==> src/rtl/sdiv_pkg.sv <==
// Package: shared widths and the captured-settings type for the serial
// clock divider. Assumes an 8-bit divide field and a 0..15 exponent range.
package sdiv_pkg;
    localparam int unsigned DIV_W     = 8;
    localparam int unsigned EXP_MAX   = 15;
    localparam int unsigned EXP_SEL_W = $clog2(EXP_MAX + 1);
    localparam int unsigned EXP_CNT_W = EXP_MAX;

    typedef struct packed {
        logic                 linear;
        logic                 idle_high;
        logic [DIV_W-1:0]     div;
        logic [EXP_SEL_W-1:0] exp_n;
    } div_cfg_t;
endpackage

==> src/rtl/sdiv_cfg_hold.sv <==
// Settings capture: copies mode, idle level and divide value on every edge
// where enable is low, and holds them while enable is high. It also
// precomputes the clamped exponent for the exponential law.
// Assumes EXP_MAX fits in EXP_SEL_W bits.
module sdiv_cfg_hold
    import sdiv_pkg::*;
(
    input  logic             clk,
    input  logic             rst_n,
    input  logic             enable,
    input  logic             linear_in,
    input  logic             idle_in,
    input  logic [DIV_W-1:0] div_in,
    output div_cfg_t         cfg_q
);
    logic [EXP_SEL_W-1:0] exp_clamped;

    // Clamp the divide value to the legal exponent range.
    always_comb begin
        if (div_in > DIV_W'(EXP_MAX))
            exp_clamped = EXP_SEL_W'(EXP_MAX);
        else
            exp_clamped = div_in[EXP_SEL_W-1:0];
    end

    // Capture the settings only while the divider is stopped.
    always_ff @(posedge clk) begin
        if (!rst_n) begin
            cfg_q <= '0;
        end else if (!enable) begin
            cfg_q.linear    <= linear_in;
            cfg_q.idle_high <= idle_in;
            cfg_q.div       <= div_in;
            cfg_q.exp_n     <= exp_clamped;
        end
    end

    // the captured settings do not move while the divider runs.
    assert_cfg_frozen_R5: assert property (@(posedge clk) disable iff (!rst_n)
        enable |=> $stable(cfg_q));

    // the exponent is either the saturated maximum or the low field bits.
    assert_exp_clamp_R3: assert property (@(posedge clk) disable iff (!rst_n)
        (cfg_q.exp_n == EXP_SEL_W'(EXP_MAX)) ||
        (cfg_q.exp_n == cfg_q.div[EXP_SEL_W-1:0]));
endmodule

==> src/rtl/sdiv_lin_timer.sv <==
// Linear half-period timer: a down counter that is preloaded while stopped,
// flags "due" at zero and then reloads with N. The flag therefore occurs
// every N+1 enabled cycles. Assumes load_val equals the value captured as
// run_val on the same edge.
module sdiv_lin_timer #(
    parameter int unsigned W = 8
) (
    input  logic         clk,
    input  logic         rst_n,
    input  logic         enable,
    input  logic [W-1:0] load_val,
    input  logic [W-1:0] run_val,
    output logic         due
);
    logic [W-1:0] cnt_q;

    // Count down while running; preload from the raw field while stopped.
    always_ff @(posedge clk) begin
        if (!rst_n)
            cnt_q <= '0;
        else if (!enable)
            cnt_q <= load_val;
        else if (cnt_q == '0)
            cnt_q <= run_val;
        else
            cnt_q <= cnt_q - W'(1);
    end

    // Flag the last cycle of each half period.
    always_comb due = enable && (cnt_q == '0);

    // the counter never exceeds the captured reload value while running.
    assert_lin_range_R1: assert property (@(posedge clk) disable iff (!rst_n)
        enable |-> (cnt_q <= run_val));

    // each run starts from a full half period.
    assert_lin_restart_R8: assert property (@(posedge clk) disable iff (!rst_n)
        $rose(enable) |-> (cnt_q == run_val));
endmodule

==> src/rtl/sdiv_exp_timer.sv <==
// Exponential half-period timer: a free-running up counter, cleared while
// stopped. It flags "due" whenever its low sel bits are all ones, which
// happens every 2^sel enabled cycles. Assumes sel <= CNT_W.
module sdiv_exp_timer #(
    parameter int unsigned CNT_W = 15,
    parameter int unsigned SEL_W = 4
) (
    input  logic             clk,
    input  logic             rst_n,
    input  logic             enable,
    input  logic [SEL_W-1:0] sel,
    output logic             due
);
    logic [CNT_W-1:0] cnt_q;
    logic [CNT_W-1:0] mask;

    // Free-run while enabled; clear while stopped so a run starts at zero.
    always_ff @(posedge clk) begin
        if (!rst_n || !enable)
            cnt_q <= '0;
        else
            cnt_q <= cnt_q + CNT_W'(1);
    end

    // Build a mask of the low sel bits (wraps to all ones when sel == CNT_W).
    always_comb mask = (CNT_W'(1) << sel) - CNT_W'(1);

    // Flag the last cycle of each power-of-two half period.
    always_comb due = enable && ((cnt_q & mask) == mask);

    // each run starts with the counter at zero.
    assert_exp_restart_R8: assert property (@(posedge clk) disable iff (!rst_n)
        $rose(enable) |-> (cnt_q == '0));
endmodule

==> src/rtl/sdiv_edge_gen.sv <==
// Edge generator: keeps the serial clock level, parks it at the idle level
// while stopped and flips it on each due cycle. It also classifies every
// flip as leading (leaving idle) or trailing (returning to idle).
// Assumes idle_q is the captured copy of idle_load.
module sdiv_edge_gen (
    input  logic clk,
    input  logic rst_n,
    input  logic enable,
    input  logic idle_load,
    input  logic idle_q,
    input  logic due,
    output logic sclk,
    output logic tick,
    output logic lead,
    output logic trail
);
    logic sclk_q;

    // Park at idle while stopped; flip on each due cycle while running.
    always_ff @(posedge clk) begin
        if (!rst_n)
            sclk_q <= 1'b0;
        else if (!enable)
            sclk_q <= idle_load;
        else if (due)
            sclk_q <= ~sclk_q;
    end

    // Classify the coming flip by the present level.
    always_comb begin
        tick  = due;
        lead  = due && (sclk_q == idle_q);
        trail = due && (sclk_q != idle_q);
        sclk  = sclk_q;
    end

    // a stopped divider rests at the captured idle level.
    assert_idle_rest_R6: assert property (@(posedge clk) disable iff (!rst_n)
        !enable |=> (sclk_q == idle_q));

    // a leading strobe moves the clock away from idle.
    assert_lead_dir_R7: assert property (@(posedge clk) disable iff (!rst_n)
        lead |=> (sclk_q != idle_q));

    // a trailing strobe brings the clock back to idle.
    assert_trail_dir_R7: assert property (@(posedge clk) disable iff (!rst_n)
        trail |=> (sclk_q == idle_q));

    // without a tick the running clock holds its level.
    assert_hold_R7: assert property (@(posedge clk) disable iff (!rst_n)
        (enable && !due) |=> $stable(sclk_q));
endmodule

==> src/rtl/sclk_div_dual.sv <==
// Top: dual-law serial clock divider. It captures the settings while
// stopped, runs a linear and an exponential timer side by side, selects one
// by the captured mode bit and turns the selected flag into clock edges and
// strobes. Assumes the settings inputs are synchronous to clk.
module sclk_div_dual
    import sdiv_pkg::*;
(
    input  logic             clk,
    input  logic             rst_n,
    input  logic             enable,
    input  logic             cfg_linear,
    input  logic [DIV_W-1:0] cfg_div,
    input  logic             cfg_idle_high,
    output logic             sclk,
    output logic             sclk_tick,
    output logic             lead_stb,
    output logic             trail_stb
);
    div_cfg_t cfg_q;
    logic     lin_due;
    logic     exp_due;
    logic     due;

    sdiv_cfg_hold u_cfg (
        .clk       (clk),
        .rst_n     (rst_n),
        .enable    (enable),
        .linear_in (cfg_linear),
        .idle_in   (cfg_idle_high),
        .div_in    (cfg_div),
        .cfg_q     (cfg_q)
    );

    sdiv_lin_timer #(.W(DIV_W)) u_lin (
        .clk      (clk),
        .rst_n    (rst_n),
        .enable   (enable),
        .load_val (cfg_div),
        .run_val  (cfg_q.div),
        .due      (lin_due)
    );

    sdiv_exp_timer #(.CNT_W(EXP_CNT_W), .SEL_W(EXP_SEL_W)) u_exp (
        .clk    (clk),
        .rst_n  (rst_n),
        .enable (enable),
        .sel    (cfg_q.exp_n),
        .due    (exp_due)
    );

    // Pick the flag of the law chosen by the captured mode bit.
    always_comb due = cfg_q.linear ? lin_due : exp_due;

    sdiv_edge_gen u_edge (
        .clk       (clk),
        .rst_n     (rst_n),
        .enable    (enable),
        .idle_load (cfg_idle_high),
        .idle_q    (cfg_q.idle_high),
        .due       (due),
        .sclk      (sclk),
        .tick      (sclk_tick),
        .lead      (lead_stb),
        .trail     (trail_stb)
    );
endmodule

==> config.mk <==
export PLATFORM = sky130hd
export DESIGN_NAME = sclk_div_dual
export DESIGN_NICKNAME = d
export VERILOG_FILES = /design/src/rtl/sdiv_pkg.sv /design/src/rtl/sdiv_cfg_hold.sv /design/src/rtl/sdiv_lin_timer.sv /design/src/rtl/sdiv_exp_timer.sv /design/src/rtl/sdiv_edge_gen.sv /design/src/rtl/sclk_div_dual.sv
export SDC_FILE = /design/constraint.sdc
export NUM_CORES = 1
export LEC_CHECK = 0
export BUFFER_PORTS_ARGS = -buffer_cell sky130_fd_sc_hd__buf_4
export CAP_MARGIN = 20
export CORE_MARGIN = 1.5
export CORE_UTILIZATION = 53
export DETAILED_ROUTE_END_ITERATION = 8
export PLACE_DENSITY = 0.76
export SETUP_SLACK_MARGIN = 0.3
export SLEW_MARGIN = 20
export SYNTH_ARGS = -nofsm -noshare
export SYNTH_HDL_FRONTEND = slang
export SYNTH_SLANG_ARGS = --single-unit
==> constraint.sdc <==
create_clock -name clk -period 3 [get_ports clk]
set_input_delay 0.6 -clock clk [delete_from_list [all_inputs] [get_ports clk]]
set_output_delay 0.6 -clock clk [all_outputs]
set_load 0.1 [all_outputs]
==> results.toml <==
[clocking]
cts_sinks = 38
clock_latency_ps = 290
clk_path_buf_depth = 2
cts-root-buf = "clkbuf_8"
htree_levels = 2
cts_buffers = 5
clkTransAtPathRegs_ps = 70
tritoncts = "yes"

[synth]
synthArstFlopShare = 0
syn_area_mm2 = 0.00198
synth_top_family_by_area = "simple AND/OR/NAND/NOR gates"
synth-simple-area-share = 0.284
ys_types = 39
synth_top_area_cell = "dfxtp_1"
synth-adder-area-share = 0.0253
synth.ff_latch_count = 38
synth-compound-area-share = 0.173
synth-edff-count = 0
ys.flop_type = "dfxtp_1"
synth_nets = 262
ys_seq_area_frac = 0.385
synthXorXnorAreaFrac = 0.0842
synth.avg_cell_area_um2 = 8.07
synth_top_area_frac = 0.385
yosys_warnings = 0
synthMuxAreaShare = 0.0108
synth_top_cells_by_area = "dfxtp_1, nand2_1, xor2_1"
syn_inst = 245

[detailed_routing]
ant_nets = 0
wire_per_inst_um = 12.3
first_iter_violations = 91
via_per_inst = 5.35
wirelength_mm = 3.89
drc = 0
first_pass_iters = 4
routed-via-count = 1684

[timing]
maxSlewViolCount = 0
rsz0062_at_grt = "true"
fin_crit_ps = 3250
max_freq_mhz = 307
timing.final.crit_share = 1.08
fin_ws_ps = -255
tightest_slew_ps = 571
finClkSkew_ps = 2.54
setup_viol = 3
hold_violations = 0
slew_headroom = 0.619
holdWs_ps = 471

[die]
die-area_mm2 = 0.00411
rows = 22
fp.dieH_um = 64.1
io_pins = 17
fp.coreArea_mm2 = 0.00363
start_util = 0.544
dieWidth_um = 64.1

[power_and_ir_drop]
peakVddDrop_mv = 0.292
leakage_uw = 0.000959
p_per_area_mw_per_mm2 = 496

[place]
hpwl_mm = 2.75
place.gp.congestion = 0.819
io_buffers = 16
placed_cell_area_mm2 = 0.00220

[global_route]
grt.overflow.total = 0
met3_usage = 0.0493
use_met2 = 0.307
grt_util_all_layers = 0.212
antenna_found_initial = 0
grt_max_degree = 37
met1_usage = 0.304
top_usage_layer = "met2"
grt_pass1_vias = 1532
grt_first_pass_wirelength_mm = 6.89

[setup_path]
max_stage_delay_ps = 500
path_buf_inv = 3
path_class = "register to primary output"
r2r-end = "u_edge.sclk$_SDFFE_PN0P_"
crit_start = "u_cfg.cfg_q[0]$_SDFFE_PN0N_"
reg2reg_depth = 12
critPathLaunchType = "register"
r2r_slack_ps = 510
worstPathMaxFanout = 7
cp_top_family = "simple AND/OR/NAND/NOR gates"
crit_chain = "nor2_2 -> nand2_1 -> ha_1 -> inv_1 -> or4_1 -> o211ai_1 -> o2111ai_1 -> o22a_2 -> inv_8 -> and2_4 -> buf_12"
crit_arrival_ps = 2650
r2r_start = "u_cfg.cfg_q[0]$_SDFFE_PN0N_"
crit_path_end_kind = "primary output"
critPathSlowestCell = "or4_1"
critical_path_required_ps = 2400

[hold_path]
min_from = "u_cfg.cfg_q[4]$_SDFFE_PN0N_"
holdPathEnd = "u_cfg.cfg_q[4]$_SDFFE_PN0N_"
hold_depth = 2
hold_path.class = "register to register"

[status]
outcome = "finished, violations left"
violations = "negative setup slack"

[finish]
insertedDiodeCount = 0
design_area_mm2 = 0.00235
area_growth_pct = 18.9
drive_gt1_frac = 0.165
final_nets = 283

[run]
maxCapViolCount = 0
## worst max path at each step
stage          depth (start not counted)  slack [ps]  endpoint
4_1_cts                               11        -230  lead_stb
2_1_floorplan                         11        -120  lead_stb
3_5_place_dp                           9         -30  lead_stb
5_1_grt                               11        -420  lead_stb
3_3_place_gp                           9           4  lead_stb
6_report                              11        -250  lead_stb
## registers in the layout, summed over array words and instances (netlist names)
name / cells
u_lin.cnt_q: 8
u_exp.cnt_q: 15
u_cfg.cfg_q: 14
u_edge.sclk: 1
## cells in the mapped netlist, drive strengths merged (5+ instances only)
cell type	number
xor2	12
nand2	39
xnor2	7
nand2b	15
a21o	5
a21boi	18
clkbuf	12
inv	5
o211ai	8
nand3	11
dfxtp	38
nor2	24
## logic make-up after synthesis
kind of cell               Yosys count
DFF                                 38
xor gates and xnor gates            19
buffers and inverters               19
muxes                                2
adders and majority gates            4
and+or+nand+nor                    116
AOI/OAI and AO/OA                   47
## where the power goes
part | internal (uW) | total [uW] | switching [uW]
logic | 114 | 248 | 134
clock network | 185 | 362 | 177
registers | 532 | 555 | 22.5
total | 832 | 1170 | 334
## worst register-to-register path: cells and delay by family (launching register included)
| family | cells | cell delay [ps] |
|---|---|---|
| adder cells (fa/ha/maj) | 1 | 290 |
| AND/OR/NAND/NOR | 3 | 640 |
| buffers and inverters | 4 | 350 |
| multiplexers | 1 | 160 |
| AO/OA/AOI/OAI | 3 | 570 |
| flip-flops | 1 | 400 |
## routing by layer
layer	wire, um	vias up	part of all wire
met5	0	-	0
met4	59	0	0.015
met3	161	9	0.041
met2	1740	33	0.45
met1	1930	773	0.50
li1	-	869	-
## layout by cell type, fill, tap and decap left out, types with 2 or more instances in the layout
cell type,n
nor3_1,4
or4_1,2
o2111ai_1,2
nor2_1,21
nor2_4,2
and3_1,4
o211ai_1,8
dfxtp_1,37
nor4_1,2
buf_12,3
nand3b_1,4
o21ai_0,3
nand2_1,39
inv_1,4
nand3_1,11
nand2b_1,15
nor2b_1,4
and2_1,2
buf_4,25
a21o_1,5
ha_1,4
xnor2_1,7
a21boi_0,11
a21oi_1,4
a21boi_1,7
xor2_1,12
clkbuf_8,6
## layout make-up
cell class | count | area, um^2
inverters | 5 | 26.3
clock buffers | 7 | 86.3
fillers | 332 | 1280
flip-flops and latches | 38 | 762
well taps | 48 | 60.1
repair buffers | 28 | 248
clock inverters | 1 | 5.00
multi-input cells | 188 | 1160
## what timing repair did
| action | in CTS | in global routing |
|---|---|---|
| setup endpoints to repair | 3 | 3 |
| pin swaps | 2 | 0 |
| hold buffers | 0 | 0 |
| resized for setup | 10 | 0 |
| setup buffers | 2 | 1 |
## through the flow
step	total power [uW]	utilization	TNS [ps]	std cells	setup WS [ps]
floorplan	747	-	-229	245	-120
global placement	800	0.605	0	304	4.06
detailed placement	805	0.605	-33.1	304	-33.1
CTS	1170	0.645	-580	314	-233
global route	1230	0.647	-1160	315	-421
finish	1170	0.647	-655	315	-255
Note: power is estimated with default switching activity, not from simulation.
